## src/rtl/spi_lm_pkg.sv

```systemverilog
package spi_lm_pkg;
  // word index decoded from byte address bits [3:2]
  localparam logic [1:0] W_CTRL = 2'd0;
  localparam logic [1:0] W_CFG  = 2'd1;
  localparam logic [1:0] W_TX   = 2'd2;
  localparam logic [1:0] W_RX   = 2'd3;

  localparam int WSEL_LSB   = 2;
  localparam int RDY_BIT    = 1;
  localparam int CS_LSB     = 16;
  localparam int PRESC_W    = 5;
  localparam int PRESC_LSB  = 0;
  localparam int LEN_BIT    = 5;
  localparam int PHA_BIT    = 6;
  localparam int POL_BIT    = 7;
  localparam int FLUSH_BIT  = 9;
  localparam int QUEUE_BIT  = 17;
  localparam int XFER_BITS  = 8;

  typedef struct packed {
    logic [PRESC_W-1:0] presc;
    logic               len_sel;
    logic               pha;
    logic               pol;
    logic               queue_en;
  } cfg_t;
endpackage

```

## src/rtl/spi_lm_regs.sv

```systemverilog
module spi_lm_regs
  import spi_lm_pkg::*;
#(
  parameter int NUM_CS = 4,
  parameter int ADDR_W = 4,
  parameter int DATA_W = 32
) (
  input  logic                 clk,
  input  logic                 rst,
  input  logic                 bus_wr,
  input  logic [ADDR_W-1:0]    bus_addr,
  input  logic [DATA_W-1:0]    bus_wdata,
  output logic [DATA_W-1:0]    bus_rdata,
  input  logic                 busy,
  input  logic [XFER_BITS-1:0] rx_byte,
  output cfg_t                 cfg,
  output logic [NUM_CS-1:0]    cs_en,
  output logic                 flush_pend,
  output logic                 flush_do,
  output logic                 start,
  output logic [XFER_BITS-1:0] tx_byte
);
  logic [1:0]        word;
  logic              wr_ctrl, wr_cfg;
  logic [DATA_W-1:0] rd_v;

  assign word     = bus_addr[WSEL_LSB +: 2];
  assign wr_ctrl  = bus_wr && (word == W_CTRL);
  assign wr_cfg   = bus_wr && (word == W_CFG);
  assign start    = bus_wr && (word == W_TX) && !busy;
  assign tx_byte  = bus_wdata[XFER_BITS-1:0];
  assign flush_do = flush_pend && !busy;

  always_comb begin
    rd_v = '0;
    unique case (word)
      W_CTRL: begin
        rd_v[RDY_BIT]           = ~busy;
        rd_v[CS_LSB +: NUM_CS]  = cs_en;
      end
      W_CFG: begin
        rd_v[PRESC_LSB +: PRESC_W] = cfg.presc;
        rd_v[LEN_BIT]              = cfg.len_sel;
        rd_v[PHA_BIT]              = cfg.pha;
        rd_v[POL_BIT]              = cfg.pol;
        rd_v[FLUSH_BIT]            = flush_pend;
        rd_v[QUEUE_BIT]            = cfg.queue_en;
      end
      W_RX:    rd_v[XFER_BITS-1:0] = rx_byte;
      default: rd_v = '0;
    endcase
  end

  always_ff @(posedge clk) begin
    if (rst) begin
      cs_en      <= '0;
      cfg        <= '0;
      flush_pend <= 1'b0;
      bus_rdata  <= '0;
    end else begin
      bus_rdata <= rd_v;
      if (wr_ctrl) cs_en <= bus_wdata[CS_LSB +: NUM_CS];
      if (wr_cfg) begin
        cfg.presc    <= bus_wdata[PRESC_LSB +: PRESC_W];
        cfg.len_sel  <= bus_wdata[LEN_BIT];
        cfg.pha      <= bus_wdata[PHA_BIT];
        cfg.pol      <= bus_wdata[POL_BIT];
        cfg.queue_en <= bus_wdata[QUEUE_BIT];
        flush_pend   <= bus_wdata[FLUSH_BIT];
      end else if (flush_do) begin
        flush_pend <= 1'b0;
      end
    end
  end
endmodule

```

## src/rtl/spi_lm_engine.sv

```systemverilog
module spi_lm_engine #(
  parameter int PRESC_W = 5,
  parameter int BITS    = 8
) (
  input  logic               clk,
  input  logic               rst,
  input  logic               start,
  input  logic [BITS-1:0]    tx_byte,
  input  logic [PRESC_W-1:0] presc,
  input  logic               pol,
  input  logic               pha,
  input  logic               miso,
  input  logic               flush_do,
  output logic               busy,
  output logic               sclk,
  output logic               mosi,
  output logic [BITS-1:0]    rx_byte,
  output logic [PRESC_W-1:0] eff
);
  localparam int BCW = (BITS > 1) ? $clog2(BITS) : 1;
  localparam logic [PRESC_W-1:0] MIN_DIV  = PRESC_W'(2);
  localparam logic [BCW-1:0]     LAST_BIT = BCW'(BITS - 1);

  logic [PRESC_W-1:0] cnt_q, cnt_n, eff_n, half_q, half_n;
  logic [BCW-1:0]     bit_q, bit_n;
  logic [BITS-1:0]    tx_q, tx_n, sh_q, sh_n, rx_n;
  logic               busy_n, act_n, sclk_n, mosi_n;

  assign half_q = eff >> 1;

  always_comb begin
    busy_n = busy;
    cnt_n  = cnt_q;
    bit_n  = bit_q;
    eff_n  = eff;
    tx_n   = tx_q;
    sh_n   = sh_q;
    rx_n   = rx_byte;
    if (busy) begin
      if (cnt_q == half_q) sh_n = {sh_q[BITS-2:0], miso};
      if (cnt_q == eff - PRESC_W'(1)) begin
        cnt_n = '0;
        if (bit_q == LAST_BIT) begin
          busy_n = 1'b0;
          rx_n   = sh_n;
        end else begin
          bit_n = bit_q + BCW'(1);
        end
      end else begin
        cnt_n = cnt_q + PRESC_W'(1);
      end
    end else if (start) begin
      busy_n = 1'b1;
      cnt_n  = '0;
      bit_n  = '0;
      eff_n  = (presc < MIN_DIV) ? MIN_DIV : presc;
      tx_n   = tx_byte;
    end
    if (flush_do) rx_n = '0;
    half_n = eff_n >> 1;
    act_n  = pha ? (cnt_n < half_n) : (cnt_n >= half_n);
    sclk_n = busy_n ? (pol ^ act_n) : pol;
    mosi_n = busy_n ? tx_n[LAST_BIT - bit_n] : 1'b0;
  end

  always_ff @(posedge clk) begin
    if (rst) begin
      busy    <= 1'b0;
      cnt_q   <= '0;
      bit_q   <= '0;
      eff     <= MIN_DIV;
      tx_q    <= '0;
      sh_q    <= '0;
      rx_byte <= '0;
      sclk    <= 1'b0;
      mosi    <= 1'b0;
    end else begin
      busy    <= busy_n;
      cnt_q   <= cnt_n;
      bit_q   <= bit_n;
      eff     <= eff_n;
      tx_q    <= tx_n;
      sh_q    <= sh_n;
      rx_byte <= rx_n;
      sclk    <= sclk_n;
      mosi    <= mosi_n;
    end
  end
endmodule

```

## src/rtl/spi_legacy_master.sv

```systemverilog
module spi_legacy_master
  import spi_lm_pkg::*;
#(
  parameter int NUM_CS = 4,
  parameter int ADDR_W = 4,
  parameter int DATA_W = 32
) (
  input  logic              clk,
  input  logic              rst,
  input  logic              bus_wr,
  input  logic [ADDR_W-1:0] bus_addr,
  input  logic [DATA_W-1:0] bus_wdata,
  output logic [DATA_W-1:0] bus_rdata,
  output logic              spi_sclk,
  output logic              spi_mosi,
  input  logic              spi_miso,
  output logic [NUM_CS-1:0] spi_cs_n
);
  cfg_t                 cfg_q;
  logic [NUM_CS-1:0]    cs_en;
  logic                 xfer_busy, flush_pend, flush_do, start;
  logic [XFER_BITS-1:0] tx_byte, rx_byte;
  logic [PRESC_W-1:0]   eff_div;

  spi_lm_regs #(.NUM_CS(NUM_CS), .ADDR_W(ADDR_W), .DATA_W(DATA_W)) u_regs (
    .clk(clk), .rst(rst), .bus_wr(bus_wr), .bus_addr(bus_addr),
    .bus_wdata(bus_wdata), .bus_rdata(bus_rdata), .busy(xfer_busy),
    .rx_byte(rx_byte), .cfg(cfg_q), .cs_en(cs_en), .flush_pend(flush_pend),
    .flush_do(flush_do), .start(start), .tx_byte(tx_byte)
  );

  spi_lm_engine #(.PRESC_W(PRESC_W), .BITS(XFER_BITS)) u_eng (
    .clk(clk), .rst(rst), .start(start), .tx_byte(tx_byte),
    .presc(cfg_q.presc), .pol(cfg_q.pol), .pha(cfg_q.pha), .miso(spi_miso),
    .flush_do(flush_do), .busy(xfer_busy), .sclk(spi_sclk), .mosi(spi_mosi),
    .rx_byte(rx_byte), .eff(eff_div)
  );

  assign spi_cs_n = ~cs_en;
endmodule

```

## config.mk

```make
export PLATFORM = sky130hd
export DESIGN_NAME = spi_legacy_master
export DESIGN_NICKNAME = d
export VERILOG_FILES = /design/src/rtl/spi_lm_pkg.sv /design/src/rtl/spi_lm_regs.sv /design/src/rtl/spi_lm_engine.sv /design/src/rtl/spi_legacy_master.sv
export SDC_FILE = /design/constraint.sdc
export NUM_CORES = 1
export LEC_CHECK = 0
export BUFFER_PORTS_ARGS = -buffer_cell sky130_fd_sc_hd__buf_2
export CORE_UTILIZATION = 60
export CTS_BUF_LIST = sky130_fd_sc_hd__clkbuf_4 sky130_fd_sc_hd__clkbuf_8
export CTS_CLUSTER_DIAMETER = 100
export CTS_CLUSTER_SIZE = 30
export DETAILED_ROUTE_END_ITERATION = 10
export PLACE_DENSITY_LB_ADDON = 0.25
export SYNTH_ARGS = -nofsm -noshare
export SYNTH_HDL_FRONTEND = slang
export SYNTH_HIERARCHICAL = 1
export SYNTH_SLANG_ARGS = --single-unit
```

## constraint.sdc

```tcl
create_clock -name clk -period 8.8 [get_ports clk]
set_input_delay 0.44 -clock clk [delete_from_list [all_inputs] [get_ports clk]]
set_output_delay 0.44 -clock clk [all_outputs]
set_load 0.01 [all_outputs]
```

* After elaboration in Yosys (flattened, before gate mapping)
Cells that the tools add are included.
W data, S select, Z words.
** Word-level totals
- Register bits :: 86
- Latch bits :: 0
- Memory bits (writable) :: 0
- ROM bits :: 0
- Logic and storage cells :: 82
- Memories :: 0
** Cells by class
- $add $sub $neg :: 4
- Multiply operators :: 0
- Divide/modulo/power cells :: 0
- $lt $le $gt $ge :: 4
- Equality and inequality tests :: 6
- Shift-type cells :: 0
- Muxes and demuxes :: 27
- Bitwise logic cells :: 6
- Reductions and logical operators :: 14
** Operators by type and width (number)
- $mux W5 :: 6
- $mux W8 :: 3
- $mux W3 :: 4
- $pmux W6 S2 :: 1
- $mux W1 :: 9
- $reduce_or A2 Y1 :: 4
- $add A5 B1 Y5 const B :: 1
- $eq A5 B4 Y1 :: 1
- $eq A5 B5 Y1 :: 1
- $ge A5 B4 Y1 :: 1
- $logic_and A1 B1 Y1 :: 5
- $lt A5 B2 Y1 const B :: 1
- $lt A5 B4 Y1 :: 1
- $sub A5 B1 Y5 const B :: 1
- $eq A2 B2 Y1 const B :: 2
- $lt A3 B4 Y1 const B :: 1
- $not A1 Y1 :: 4
- $not A4 Y4 :: 1
- $pmux W1 S2 :: 2
- $add A3 B1 Y3 const B :: 1
- $bmux W1 S3 :: 1
- $eq A3 B3 Y1 const B :: 1
- $pmux W1 S3 :: 1
- $reduce_and A3 Y1 :: 1
- 7 further kinds :: 7

* Longest topological paths before layout
- Word-level depth :: 9
- Depth in mapped cells :: 15
- Gate-level depth less buffers :: 15

* Cells and area by module
Netlist, hierarchy kept.
** Modules (own cells, without submodules)
- spi_lm_engine :: times used 1, cells an instance 251, area each 2034.5 um2, sequential area each 800.8 um2
- spi_lm_regs :: times used 1, cells an instance 134, area each 1321.3 um2, sequential area each 540.5 um2
- spi_legacy_master :: times used 1, cells an instance 4, area each 15.0 um2, sequential area each 0.0 um2

* Worst setup path before layout
No wires, ideal clock.
- Path kind :: reg-to-reg
- Start :: register u_eng.eff[0]
- End :: register u_eng.sclk
- Library setup time :: 0.123 ns
- Arrival time :: 3.134 ns
- Slack :: 5.542 ns
- Cell stages (with the launch flop) :: 16
- Buffers on the path :: 0
- Period minus slack after synthesis :: 3.258 ns
- Cells stage by stage :: dfxtp_1 > inv_1 > ha_1 > xnor2_1 > a211oi_2 > o311ai_4 > nand2_1 > nor2_1 > o21ai_0 > o21ai_0 > ha_1 > a21o_1 > a21o_1 > o31a_1 > nor4_1 > mux2_1
** On the way
- Longest elaborated chain between the ends :: 8
- Elaborated cells on any way between the ends :: 11
** RTL lines
- start: declaration :: RTL line spi_lm_engine.sv:18 : output logic [PRESC_W-1:0] eff
- start signal: assignment :: RTL line spi_lm_engine.sv:81 : eff <= eff_n;
- $sub A5 B1 Y5 * :: RTL line spi_lm_engine.sv:41 : if (cnt_q == eff - PRESC_W'(1)) begin
- $eq A5 B5 Y1 * :: RTL line spi_lm_engine.sv:41
- $mux W5 * :: RTL line spi_lm_engine.sv:41
- $mux W5 * :: RTL line spi_lm_engine.sv:39 : if (busy) begin
- via u_eng.cnt_n[2] :: RTL line spi_lm_engine.sv:24 : logic [PRESC_W-1:0] cnt_q, cnt_n, eff_n, half_q, half_n;
- $ge A5 B4 Y1 or $lt A5 B4 Y1 (tied branches) :: RTL line spi_lm_engine.sv:61 : act_n = pha ? (cnt_n < half_n) : (cnt_n >= half_n);
- $mux W1 * :: RTL line spi_lm_engine.sv:61
- $xor A1 B1 Y1 * :: RTL line spi_lm_engine.sv:62 : sclk_n = busy_n ? (pol ^ act_n) : pol;
- $mux W1 * :: RTL line spi_lm_engine.sv:62
- end signal: assignment :: RTL line spi_lm_engine.sv:85 : sclk <= sclk_n;
- end: declaration :: RTL line spi_lm_engine.sv:15 : output logic sclk,
The timed path passes the listed nets; every way through them passes the cells marked *.
A chain may end at the register's enable or synchronous reset.

* Worst setup path after layout
- Start :: input port bus_addr[3]
- End :: register u_eng.sclk
** On the way
- Longest elaborated chain between the ends :: 9
- Elaborated cells on any way between the ends :: 14
** RTL lines
- start: declaration :: RTL line spi_legacy_master.sv:11 : input logic [ADDR_W-1:0] bus_addr,
- $eq A2 B2 Y1 * :: RTL line spi_lm_regs.sv:30 : assign start = bus_wr && (word == W_TX) && !busy;
- $logic_and A1 B1 Y1 * (2 in a row) :: RTL line spi_lm_regs.sv:30
- via start :: RTL line spi_legacy_master.sv:21 : logic xfer_busy, flush_pend, flush_do, start;
- $mux W5 :: RTL line spi_lm_engine.sv:52 : end else if (start) begin
- $mux W5 :: RTL line spi_lm_engine.sv:39
- $ge A5 B4 Y1 or $lt A5 B4 Y1 (tied branches) :: RTL line spi_lm_engine.sv:61
- $mux W1 :: RTL line spi_lm_engine.sv:61
- $xor A1 B1 Y1 :: RTL line spi_lm_engine.sv:62
- $mux W1 * :: RTL line spi_lm_engine.sv:62
Marked as above.

==> run_results.csv <==
group,metric,value,unit
finish,drive_gt1_frac,0.141,
critical_path,max_stage_delay,0.75,ns
yosys,yosysMostFrequentCell,"dfxtp_1",
yosys,syn_avg_cell_area,8.67,um2
critical_path,cpLargestDelayFamily,"simple AND/OR/NAND/NOR gates",
critical_path,crit_chain,"buf_2 > nor4bb_1 > nand2b_1 > mux2i_1 > ha_1 > a21o_1 > a21o_1 > o31a_1 > nor4_1 > mux2_1",
yosys,yosysWarnings,6,
sta,slew_headroom,0.241,
clock_network,cts_tree,"yes",
yosys,synth_top_flop_cell,"dfxtp_1",
yosys,synthCells,389,
clock_network,cts-buffers-inserted,9,
sta,setup_violations,0,
clock_network,post_cts_buffers,0,
critical_path,worstSetupPathDepth,10,
place,pre_cts_ws,4.76,ns
sta,setup_tns,0,ns
global_routing,grt_max_degree,64,
worst_hold_path,worstHoldPathType,"in -> reg",
critical_path,worstPathRequired,9.03,ns
yosys,yosys.area.top_type_share,0.398,
yosys,synth_area,3370,um2
outcome,status,"finished, final reports clean",
finish,area_growth,6.16,%
global_routing,grt_overflow,0,
floorplan,core-area,5270,um2
critical_path,r2r_start,"u_eng/busy$_SDFF_PP0_",
floorplan,die_h,77.0,um
finish,final_cells,481,
critical_path,end_kind,"flip-flop",
critical_path,path_buf_inv,1,
routing,wl_met2,3.17,mm
worst_hold_path,hp-start,"bus_wdata[1]",
clock_network,cts_hold_buffers,0,
floorplan,die_area,5920,um2
critical_path,cp-startpoint,"bus_addr[3]",
routing,drt-initial-drc-count,165,
critical_path,crit_type,"in -> reg",
critical_path,cp_max_fo,15,
routing,via_count,2647,
floorplan,start_util,0.640,
global_routing,track_usage,0.246,
global_routing,grt_pass1_vias,2489,
critical_path,crit_top_cell,"a21o_1",
global_routing,antenna_found_initial,0,
finish,utilization,0.679,
clock_network,cts_resized,0,
routing,wl_met1,3.09,mm
routing,drt_first_pass_iters,4,
sta,period_share,0.433,
place,dpl.hpwl,4.72,mm
global_routing,grt_pass1_wl,11.3,mm
critical_path,cp_slowest_cell,"nor4bb_1",
finish,layout.nets,457,
critical_path,crit_path_end,"u_eng/sclk$_SDFF_PP0_",
power,p_leak,1.42,nW
sta,finalMaxSlewViolations,0,
clock_network,clk_pin_slew,0.07,ns
routing,routedWlPerCell,14.2,um
routing,viasPerCell,5.50,
yosys,synth_common_cells,"dfxtp_1 (67), nand2_1 (49), nor2_1 (31), nand2b_1 (30), buf_4 (28)",
routing,wl_met3,407,um
power,power_density,163,nW/um2
place,io_buffers,37,
clock_network,clk_path_buf_depth,2,
place,dp.cells,469,
critical_path,r2r_slack,5.04,ns
yosys,synth_seq_cells,67,
floorplan,ioPinCount,78,
sta,fin_crit,3.81,ns
sta,setup_ws,4.99,ns
finish,insertedDiodeCount,0,
clock_network,cts-root-buf,"clkbuf_8",
critical_path,reg2reg_depth,9,
sta,skew,0.00683,ns
routing,ant_nets,0,
floorplan,rows,26,
yosys,synth.distinct_cells,55,
yosys,async_flop_share,0,
floorplan,chipWidth,77.0,um
sta,hold_viol_final,0,
power,ir_drop,130,uV
sta,clock.fmax,263,MHz
sta,rsz0062_at_grt,"false",
sta,worst_pin_slew,1.13,ns
routing,top_layer_used,"met4",
critical_path,cp.arrival,4.04,ns
routing,routed_wirelength,6.83,mm
critical_path,r2r_end,"u_eng/sclk$_SDFF_PP0_",
critical_path,start_kind,"primary input",
place,routabilityCongestion,0.829,
yosys,ys_seq_area_frac,0.398,
clock_network,cts_sinks,67,
run,max-cap-violations,0,
clock_network,worstSkewPairLatency,0.34,ns
routing,drc,0,
yosys,synth_area_leader_cell,"dfxtp_1",
clock_network,htree_levels,3,
yosys,synthTopCellsByArea,"dfxtp_1 (40%), mux2i_1 (7.4%), buf_4 (6.2%), nand2b_1 (5.6%), nand2_1 (5.5%)",
yosys,synth-edff-count,0,
## layer usage
layer,vias to the layer above,GRT usage
met2,92,0.399
met1,1222,0.301
met3,16,0.0655
met4,0,0.115
li1,1317,-
met5,-,0
## where the power goes
group | switching [mW] | total (mW) | internal, mW
registers | 0.00415 | 0.313 | 0.308
clock network | 0.103 | 0.217 | 0.115
logic | 0.0340 | 0.0530 | 0.0190
## worst min path at each step
stage | cells after the start | endpoint | slack [ns]
floorplan | 2 | u_eng/tx_q[6]$_SDFF_PP0_ | 0.43
global placement | 2 | u_eng/tx_q[4]$_SDFF_PP0_ | 0.44
detailed placement | 2 | u_eng/tx_q[0]$_SDFF_PP0_ | 0.45
CTS | 3 | u_eng/tx_q[4]$_SDFF_PP0_ | 0.35
global route | 3 | u_eng/tx_q[3]$_SDFF_PP0_ | 0.36
finish | 3 | u_eng/tx_q[1]$_SDFF_PP0_ | 0.36
## worst reg2reg max path, stage by stage (launching register included)
cell and delay (ns):
dfxtp_1 0.32, nor4bb_1 0.77, nand2b_1 0.59, mux2i_1 0.36, ha_1 0.29, a21o_1 0.17, a21o_1 0.20, o31a_1 0.31
nor4_1 0.30, mux2_1 0.35
## stage by stage
stage	area, um2	hold WS, ns	total power, mW
floorplan	3440	0.431	0.366
global placement	3420	0.443	0.369
detailed placement	3420	0.448	0.371
CTS	3580	0.347	0.585
global route	3580	0.362	0.605
finish	3580	0.361	0.583
## placed cells by master (no fill, tap or decap), types with 2 or more instances in the layout
master	instances
nor3_1	6
a21oi_1	22
mux2i_1	25
o21ai_0	4
a21o_1	2
dfxtp_1	67
nand2_1	49
clkbuf_8	11
conb_1	19
nor4_1	3
xnor2_1	5
xor2_1	7
nand3b_1	3
buf_2	37
nand3_1	18
a311oi_1	8
nand2b_1	30
o32ai_1	2
ha_1	7
and2_1	3
inv_1	12
or2_2	2
nor2b_1	8
nor2_1	31
## kinds of logic (layout without fill, tap and decap cells)
group                    after synthesis  count (layout)  synth area share
AND/OR/NAND/NOR                      161             161             0.239
adder cells (fa/ha/maj)                7               7            0.0260
buffers and inverters                 59              63             0.103
other                                  1              19           0.00111
multiplexers                          26              26            0.0776
AO/OA/AOI/OAI                         56              56             0.124
flip-flops                            67              67             0.398
XOR/XNOR                              12              12            0.0312
## layout make-up
class,instances,area [um2]
Clock buffer,12,159
Fill cell,451,1690
Inverter,13,48.8
Multi-Input combinational cell,281,1750
Sequential cell,67,1340
Tap cell,70,87.6
Timing Repair Buffer,38,193
## sequential cells by signal, summed over array words and instances, names as in the netlist, 3 cells and up
signal            cells
u_eng/bit_q           3
u_regs/cfg            9
u_eng/rx_byte         8
u_regs/bus_rdata     13
u_eng/sh_q            8
u_eng/cnt_q           5
u_regs/cs_en          4
u_eng/tx_q            8
u_eng/eff             5
No activity file was read; power rests on OpenSTA's default activity.
